==> src/rtl/gpio_irq_pkg.sv <==
package gpio_irq_pkg;

    // Decoded register function of a bus address
    typedef enum logic [2:0] {
        FN_NONE = 3'd0,
        FN_STA  = 3'd1,
        FN_ENB  = 3'd2,
        FN_LVL  = 3'd3,
        FN_CLR  = 3'd4,
        FN_MSTA = 3'd5,
        FN_MENB = 3'd6,
        FN_MLVL = 3'd7
    } gpio_fn_e;

    // Upper address nibble of each register group
    localparam logic [3:0] NIB_STA  = 4'h4;
    localparam logic [3:0] NIB_ENB  = 4'h5;
    localparam logic [3:0] NIB_LVL  = 4'h6;
    localparam logic [3:0] NIB_CLR  = 4'h7;
    localparam logic [3:0] NIB_MSTA = 4'hC;
    localparam logic [3:0] NIB_MENB = 4'hD;
    localparam logic [3:0] NIB_MLVL = 4'hE;

endpackage

==> src/rtl/gpio_irq_decode.sv <==
module gpio_irq_decode
    import gpio_irq_pkg::*;
#(
    parameter int NPORTS = 4
) (
    input  logic              bus_we,
    input  logic [7:0]        bus_addr,
    output gpio_fn_e          fn,
    output logic [1:0]        port_idx,
    output logic [NPORTS-1:0] wr_sel
);

    logic addr_ok;

    always_comb begin
        port_idx = bus_addr[3:2];
        addr_ok  = (bus_addr[1:0] == 2'b00) && (int'(port_idx) < NPORTS);
        fn       = FN_NONE;
        if (addr_ok) begin
            case (bus_addr[7:4])
                NIB_STA:  fn = FN_STA;
                NIB_ENB:  fn = FN_ENB;
                NIB_LVL:  fn = FN_LVL;
                NIB_CLR:  fn = FN_CLR;
                NIB_MSTA: fn = FN_MSTA;
                NIB_MENB: fn = FN_MENB;
                NIB_MLVL: fn = FN_MLVL;
                default:  fn = FN_NONE;
            endcase
        end
    end

    for (genvar p = 0; p < NPORTS; p++) begin : g_sel
        assign wr_sel[p] = bus_we && (fn != FN_NONE) && (int'(port_idx) == p);
    end

endmodule

==> src/rtl/gpio_irq_detect.sv <==
module gpio_irq_detect (
    input  logic       cur,
    input  logic       prev,
    input  logic [2:0] code,   // {both, edge, polarity}
    output logic       evt
);

    logic rise;
    logic fall;

    always_comb begin
        rise = cur & ~prev;
        fall = ~cur & prev;
        if (!code[1]) begin
            evt = code[0] ? cur : ~cur;
        end else if (code[2]) begin
            evt = rise | fall;
        end else begin
            evt = code[0] ? rise : fall;
        end
    end

endmodule

==> src/rtl/gpio_irq_port.sv <==
module gpio_irq_port
    import gpio_irq_pkg::*;
#(
    parameter int PW = 8
) (
    input  logic            clk,
    input  logic            rst_n,
    input  logic            wr_sel,
    input  gpio_fn_e        fn,
    input  logic [4*PW-1:0] wdata,
    input  logic [PW-1:0]   cur,
    input  logic [PW-1:0]   prev,
    output logic [PW-1:0]   sta,
    output logic [PW-1:0]   enb,
    output logic [3*PW-1:0] lvl
);

    localparam int LW = 3 * PW;

    typedef struct packed {
        logic [PW-1:0] sta;
        logic [PW-1:0] enb;
        logic [LW-1:0] lvl;
    } port_state_t;

    port_state_t st_d;
    port_state_t st_q;

    logic [PW-1:0] evt;
    logic [PW-1:0] msk_lo;
    logic [PW-1:0] msk_hi;

    for (genvar b = 0; b < PW; b++) begin : g_pin
        gpio_irq_detect u_det (
            .cur  (cur[b]),
            .prev (prev[b]),
            .code ({st_q.lvl[2*PW+b], st_q.lvl[PW+b], st_q.lvl[b]}),
            .evt  (evt[b])
        );
    end

    always_comb begin
        st_d   = st_q;
        msk_lo = wdata[PW +: PW];
        msk_hi = wdata[3*PW +: PW];
        if (wr_sel) begin
            case (fn)
                FN_STA:  st_d.sta = wdata[PW-1:0];
                FN_ENB:  st_d.enb = wdata[PW-1:0];
                FN_LVL:  st_d.lvl = wdata[LW-1:0];
                FN_CLR:  st_d.sta = st_q.sta & ~wdata[PW-1:0];
                FN_MSTA: st_d.sta = (st_q.sta & ~msk_lo) | (wdata[PW-1:0] & msk_lo);
                FN_MENB: st_d.enb = (st_q.enb & ~msk_lo) | (wdata[PW-1:0] & msk_lo);
                FN_MLVL: begin
                    for (int l = 0; l < 3; l++) begin
                        st_d.lvl[l*PW +: PW] = (st_q.lvl[l*PW +: PW] & ~msk_hi)
                                             | (wdata[l*PW +: PW] & msk_hi);
                    end
                end
                default: ;
            endcase
        end
        // new events take precedence over any clear in the same cycle
        st_d.sta = st_d.sta | evt;
    end

    always_ff @(posedge clk or negedge rst_n) begin
        if (!rst_n) begin
            st_q <= '0;
        end else begin
            st_q <= st_d;
        end
    end

    assign sta = st_q.sta;
    assign enb = st_q.enb;
    assign lvl = st_q.lvl;

endmodule

==> src/rtl/gpio_irq_bank.sv <==
module gpio_irq_bank
    import gpio_irq_pkg::*;
#(
    parameter int NPORTS = 4,
    parameter int PW     = 8
) (
    input  logic                 clk,
    input  logic                 rst_n,
    input  logic [NPORTS*PW-1:0] pin_lvl,
    input  logic                 bus_we,
    input  logic [7:0]           bus_addr,
    input  logic [4*PW-1:0]      bus_wdata,
    output logic [4*PW-1:0]      bus_rdata,
    output logic                 irq
);

    localparam int NPINS = NPORTS * PW;
    localparam int DW    = 4 * PW;
    localparam int LW    = 3 * PW;

    logic [NPINS-1:0] prev_d;
    logic [NPINS-1:0] prev_q;

    gpio_fn_e          fn;
    logic [1:0]        port_idx;
    logic [NPORTS-1:0] wr_sel;

    logic [NPINS-1:0]    sta_all;
    logic [NPINS-1:0]    enb_all;
    logic [NPORTS*LW-1:0] lvl_all;

    gpio_irq_decode #(.NPORTS(NPORTS)) u_dec (
        .bus_we   (bus_we),
        .bus_addr (bus_addr),
        .fn       (fn),
        .port_idx (port_idx),
        .wr_sel   (wr_sel)
    );

    for (genvar p = 0; p < NPORTS; p++) begin : g_port
        gpio_irq_port #(.PW(PW)) u_port (
            .clk    (clk),
            .rst_n  (rst_n),
            .wr_sel (wr_sel[p]),
            .fn     (fn),
            .wdata  (bus_wdata),
            .cur    (pin_lvl[p*PW +: PW]),
            .prev   (prev_q[p*PW +: PW]),
            .sta    (sta_all[p*PW +: PW]),
            .enb    (enb_all[p*PW +: PW]),
            .lvl    (lvl_all[p*LW +: LW])
        );
    end

    always_comb begin
        prev_d = pin_lvl;
    end

    always_ff @(posedge clk or negedge rst_n) begin
        if (!rst_n) begin
            prev_q <= '0;
        end else begin
            prev_q <= prev_d;
        end
    end

    always_comb begin
        bus_rdata = '0;
        for (int p = 0; p < NPORTS; p++) begin
            if (int'(port_idx) == p) begin
                case (fn)
                    FN_STA, FN_MSTA: bus_rdata = {{(DW-PW){1'b0}}, sta_all[p*PW +: PW]};
                    FN_ENB, FN_MENB: bus_rdata = {{(DW-PW){1'b0}}, enb_all[p*PW +: PW]};
                    FN_LVL, FN_MLVL: bus_rdata = {{(DW-LW){1'b0}}, lvl_all[p*LW +: LW]};
                    default:         bus_rdata = '0;
                endcase
            end
        end
    end

    assign irq = |(sta_all & enb_all);

endmodule

==> config.mk <==
export PLATFORM = sky130hd
export DESIGN_NAME = gpio_irq_bank
export DESIGN_NICKNAME = d
export VERILOG_FILES = /design/src/rtl/gpio_irq_pkg.sv /design/src/rtl/gpio_irq_decode.sv /design/src/rtl/gpio_irq_detect.sv /design/src/rtl/gpio_irq_port.sv /design/src/rtl/gpio_irq_bank.sv
export SDC_FILE = /design/constraint.sdc
export NUM_CORES = 1
export LEC_CHECK = 0
export CAP_MARGIN = 20
export CORE_MARGIN = 4
export CORE_UTILIZATION = 48
export CTS_CLUSTER_SIZE = 14
export DETAILED_ROUTE_END_ITERATION = 12
export PLACE_DENSITY_LB_ADDON = 0.3
export SLEW_MARGIN = 20
export SYNTH_ARGS = -nofsm -noshare
export SYNTH_HDL_FRONTEND = slang
export SYNTH_SLANG_ARGS = --single-unit
==> constraint.sdc <==
create_clock -name clk -period 6.5 [get_ports clk]
set_input_delay 1.95 -clock clk [delete_from_list [all_inputs] [get_ports clk]]
set_output_delay 1.95 -clock clk [all_outputs]
set_load 0.02 [all_outputs]
Word-level counts from Yosys, hierarchy flattened
Cells that the tools add are included.
{ "totals": {"out_inout_bits": 33, "ff_bits": 192, "wordCells": 422, "input_bits": 75} }
{ "op_classes": {"eq_ne": 17, "n_mux": 154, "n_reduce_logical": 22, "bitwise_logic": 216} }
{ "op_table": {"columns": ["op", "n"], "rows": [
  ["24-bit one-hot mux with 3 select lines", 4],
  ["8-bit AND", 28],
  ["8-bit OR", 24],
  ["24-bit one-hot mux with 2 select lines", 4],
  ["40-bit 2-to-1 mux", 4],
  ["1-bit 2-to-1 mux", 128],
  ["32-bit 2-to-1 mux", 4],
  ["8-bit one-hot mux with 3 select lines", 4],
  ["1-bit AND", 64],
  ["1-bit inverter", 64],
  ["8-bit one-hot mux with 2 select lines", 4],
  ["32-bit AND", 1],
  ["1-bit OR", 32],
  ["32-bit OR reduction", 1],
  ["8-bit inverter", 3],
  ["3-bit one-hot mux with 7 select lines", 1],
  ["4-bit by 3-bit equality test with 1-bit output (second input constant)", 4],
  ["2-bit AND reduction", 8],
  ["3-bit equality test (second input constant)", 4],
  ["4-bit equality test (second input constant)", 3],
  ["3-bit by 2-bit equality test with 1-bit output (second input constant)", 2],
  ["2-bit OR reduction", 3],
  ["1-bit logical AND", 5],
  ["2-bit equality test (second input constant)", 2],
  ["6 further kinds", 8]
]} }

Longest topological paths before layout
{ "logic_depth": {"word_depth": 10, "depth_mapped": 7, "depth_no_buf": 6} }

Hierarchy
Synthesis repeated with hierarchy kept, for this count alone.
{ "unflattened": {"hier_cells": 1168, "hier_area_um2": 12371.9} }
{ "by_module_without_submodules": {"columns": ["mod", "area_each_um2", "cells_per_inst", "instances", "seq_area_each_um2"], "rows": [
  ["gpio_irq_port", 1870.5, 157, 4, 1001.0],
  ["gpio_irq_bank", 2397.3, 236, 1, 800.8],
  ["gpio_irq_detect", 73.8, 9, 32, 0.0],
  ["gpio_irq_decode", 130.1, 16, 1, 0.0]
]} }

Worst setup path after synthesis
Ideal clock, no wire load.
{ "synth_timing": {"path_kind": "in2out", "start": "input port bus_addr[4]", "end": "output port bus_rdata[4]", "stages": 6, "arrival_time_ns": 3.506, "required_ns": 4.550, "n_path_buf": 3, "setup_slack_ns": 1.044, "cell_sequence": "clkbuf_1 buf_2 buf_2 a21oi_1 o21ai_0 nor3_1"} }
{ "synth_between": {"elab_chain_cells": 10, "word_cells_on_any_way": 26, "classes_between": "13 x eq/ne; 10 x mux; 3 x reduce/logical"} }
{ "synth_rtl": {"columns": ["item", "line", "source"], "rows": [
  ["start, declared", "gpio_irq_bank.sv:11", "input logic [7:0] bus_addr,"],
  ["4-bit equality test / 4-bit by 3-bit equality test with 1-bit output (equally long branches)", "gpio_irq_decode.sv:20", "case (bus_addr[7:4])"],
  ["3-bit one-hot mux with 7 select lines *", "gpio_irq_decode.sv:20", null],
  ["3-bit 2-to-1 mux *", "gpio_irq_decode.sv:19", "if (addr_ok) begin"],
  ["3-bit by 2-bit equality test with 1-bit output (tied with other cells)", "gpio_irq_bank.sv:71", "case (fn)"],
  ["2-bit OR reduction", "gpio_irq_bank.sv:71", null],
  ["24-bit one-hot mux with 3 select lines", "gpio_irq_bank.sv:71", null],
  ["32-bit 2-to-1 mux (3 in a row)", "gpio_irq_bank.sv:70", "if (int'(port_idx) == p) begin"],
  ["32-bit 2-to-1 mux *", "gpio_irq_bank.sv:70", null],
  ["end, declared", "gpio_irq_bank.sv:13", "output logic [4*PW-1:0] bus_rdata,"]
]} }
Every way passes the cells marked *; elsewhere a longest branch is shown, timed or not.

Worst setup path in the final report
{ "layout_timing": {"start": "input port bus_addr[6]", "end": "output port bus_rdata[5]"} }
Same word-level chain as after synthesis.

==> impl_metrics.env <==
export IMPL_status="finished, final reports clean"
export IMPL_place_gp_congestion=0.895
export IMPL_grt_first_pass_wirelength_microns=52000
export IMPL_drt_total_wl_microns=33400
export IMPL_synth_edf_count=0
export IMPL_synthDistinctLibCells=52
export IMPL_drc=0
export IMPL_ant_nets=0
export IMPL_synth_seq_cells=192
export IMPL_max_cap_violations=0
export IMPL_clock_skew_ns=0.00739
export IMPL_drtIter0Drc=724
export IMPL_fillers=2029
export IMPL_rsz0062_at_grt="no"
export IMPL_fin_nets=1293
export IMPL_setup_viol=0
export IMPL_async_flop_share=1.00
export IMPL_drv_slew=0
export IMPL_worst_r2r_path_depth=5
export IMPL_start_util=0.492
export IMPL_ys_warn_count=0
export IMPL_netlist_instances=1052
export IMPL_drive_above_1_share=0.220
export IMPL_grt_pass1_vias=9192
export IMPL_critPathSlowestCell="clkdlybuf4s50_1"
export IMPL_finalSetupTns_ns=0
export IMPL_path_class="primary input to output port"
export IMPL_ctsHoldBuffers=0
export IMPL_vdd_drop_max_v=0.000155
export IMPL_fin_hold_ws_ns=0.538
export IMPL_cp_end_kind="output port"
export IMPL_area_growth_pct=17.8
export IMPL_cts_htree_levels=4
export IMPL_p_clk_frac=0.389
export IMPL_synth_top_cell_area_share=0.412
export IMPL_ys_top_cells_by_area="dfrtp_1, mux2_2, ha_1, o21ai_0, mux4_2"
export IMPL_ys_flop_type="dfrtp_1"
export IMPL_worst_path_max_fanout=4
export IMPL_power_internal_mw=2.14
export IMPL_finalCriticalPeriod_ns=6.38
export IMPL_cts_sinks=192
export IMPL_avgSynthCellArea_sq_um=11.1
export IMPL_cts_root_buf="clkbuf_16"
export IMPL_worst_slew_pin_slew_ns=1.19
export IMPL_synth_seq_area_share=0.412
export IMPL_min_period_over_period=0.981
export IMPL_ios=108
export IMPL_place_port_buffers=99
export IMPL_rrSetupSlack_ns=4.91
export IMPL_row_count=56
export IMPL_netSwitchingFraction=0.269
export IMPL_core_area_sq_um=23700
export IMPL_cts_made_buffers=17
export IMPL_clk_latency_ns=0.44
export IMPL_synth_top_area_cell="dfrtp_1"
export IMPL_pwr_density_cell_nw_per_um2=214
export IMPL_wl_per_cell_microns=22.5
export IMPL_die_w_microns=164
export IMPL_maxSlewHeadroom=0.201
export IMPL_p_sw_mw=0.790
export IMPL_antenna_found_initial=0
export IMPL_required_ns=4.55
export IMPL_start_kind="primary input"
export IMPL_seq_power_share=0.459
export IMPL_cp_arrival_ns=4.43
export IMPL_cpPeakStageDelay_ns=0.68
export IMPL_combinationalPowerShare=0.152
export IMPL_endpoint="bus_rdata[5]"
export IMPL_cts_tree="done"
export IMPL_cp_cell_sequence="clkdlybuf4s50_1, or3b_1, a21oi_1, buf_4, nand2_1, nor3_1, clkdlybuf4s50_1"
export IMPL_vias=9118
export IMPL_overflow=0
export IMPL_hold_viol=0
export IMPL_power_mw=2.93
export IMPL_worstReg2RegStart="prev_q[26]"
export IMPL_dp_hpwl_microns=23200
export IMPL_crit_start="bus_addr[6]"
export IMPL_track_usage=0.252
export IMPL_path_common_cell="clkdlybuf4s50_1"
export IMPL_power_leakage_nw=6.08
export IMPL_max_freq_mhz=157
export IMPL_grt_max_degree=121
export IMPL_die_h_microns=164
export IMPL_die_area_sq_um=26800
export IMPL_synthesis_area_sq_um=11700
export IMPL_post_drt_via_cell_ratio=6.13
export IMPL_hold_class="flop to flop"
export IMPL_drt_pre_antenna_iters=6
export IMPL_clock_path_buffers=2
export IMPL_path_clk_slew_ns=0.07
export IMPL_timing_rr_end="g_port[3].u_port.sta[2]"
-- kinds of logic after synthesis --
family | synth area share
simple gates | 0.0966
buf+inv | 0.0464
compound gates | 0.138
mux | 0.213
flops | 0.412
xor+xnor | 0.0240
other cells | 0.000322
fa+ha+maj | 0.0687
-- power groups by stage --
| stage | logic, mW | registers (mW) | clock network [mW] |
|---|---|---|---|
| floorplan | 0.266 | 1.34 | 0 |
| global placement | 0.431 | 1.37 | 0 |
| detailed placement | 0.443 | 1.37 | 0 |
| CTS | 0.446 | 1.35 | 1.15 |
| global route | 0.488 | 1.36 | 1.20 |
| finish | 0.446 | 1.35 | 1.14 |
-- worst max-delay path, delay by kind of cell --
| family | cells | cell delay [ns] |
|---|---|---|
| AO/OA/AOI/OAI | 1 | 0.28 |
| buffers and inverters | 3 | 1.37 |
| AND/OR/NAND/NOR | 3 | 0.82 |
-- cell usage in the layout (no fill, tap or decap), types with 17 or more instances in the layout --
| master | n |
|---|---|
| buf_4 | 27 |
| mux2_1 | 24 |
| mux2_2 | 149 |
| o21ai_0 | 73 |
| clkdlybuf4s50_1 | 95 |
| clkbuf_16 | 17 |
| inv_1 | 77 |
| o221ai_1 | 19 |
| nand2b_1 | 26 |
| dfrtp_1 | 192 |
| xor2_1 | 32 |
| ha_1 | 64 |
| a221o_1 | 31 |
| a22oi_1 | 17 |
| o211ai_1 | 32 |
| mux2i_1 | 18 |
| nand2_1 | 90 |
-- cell usage after synthesis, types with 5 or more instances --
cell type / count
and2_1: 8
o21ai_0: 73
a21o_1: 9
and3_1: 16
a22oi_1: 17
buf_2: 9
a221o_1: 31
nor2_1: 8
nor3_1: 9
mux2_1: 24
ha_1: 64
a21oi_1: 13
mux2i_1: 18
xor2_1: 32
nand3b_1: 6
o21ai_2: 8
o211ai_1: 32
mux4_2: 16
mux2_2: 149
o221ai_1: 19
a21boi_0: 5
inv_1: 77
nor4bb_1: 8
clkbuf_1: 33
nor4b_1: 8
nand4_1: 6
nand2b_1: 26
nand2_1: 90
buf_4: 8
dfrtp_1: 192
o21ba_2: 6
-- how the worst min path moves through the flow --
stage	slack (ns)	to	from	cells past startpoint
after floorplan	0.47	g_port[0].u_port.sta[0]	g_port[0].u_port.sta[0]	1
after global placement	0.49	g_port[0].u_port.sta[2]	g_port[0].u_port.sta[2]	1
after detailed placement	0.50	g_port[0].u_port.sta[2]	g_port[0].u_port.sta[2]	1
after CTS	0.53	g_port[0].u_port.sta[2]	g_port[0].u_port.sta[2]	1
after global routing	0.55	g_port[0].u_port.sta[2]	g_port[0].u_port.sta[2]	1
final	0.54	g_port[0].u_port.sta[1]	g_port[0].u_port.sta[1]	1
-- through the flow --
stage	utilization	cell area, sq um	instances	worst slack [ns]
global route	0.580	13700	1486	0.0661
global placement	0.553	13100	1454	0.0966
finish	0.580	13700	1487	0.124
CTS	0.580	13700	1486	0.0856
floorplan	-	11700	1059	1.04
detailed placement	0.553	13100	1454	0.0916
-- layout make-up --
class / count / area, sq um / area share
Multi-Input combinational cell: 736 / 6350 / 0.462
Sequential cell: 192 / 4800 / 0.350
Timing Repair Buffer: 130 / 1260 / 0.0919
Clock buffer: 20 / 447 / 0.0325
Tap cell: 319 / 399 / 0.0291
Inverter: 77 / 289 / 0.0210
Clock inverter: 12 / 181 / 0.0132
Antenna cell: 1 / 2.50 / 0.000182
-- layer usage --
| layer | global-route usage | share of wire |
|---|---|---|
| met3 | 0.0407 | 0.074 |
| met1 | 0.346 | 0.42 |
| met5 | 0 | 0 |
| met2 | 0.410 | 0.48 |
| met4 | 0.0820 | 0.027 |
-- timing repair --
action,CTS,global route
setup endpoints to repair,0,1
setup buffers,0,0
gates resized for setup,0,1
Note: power is estimated with default switching activity, not from simulation.
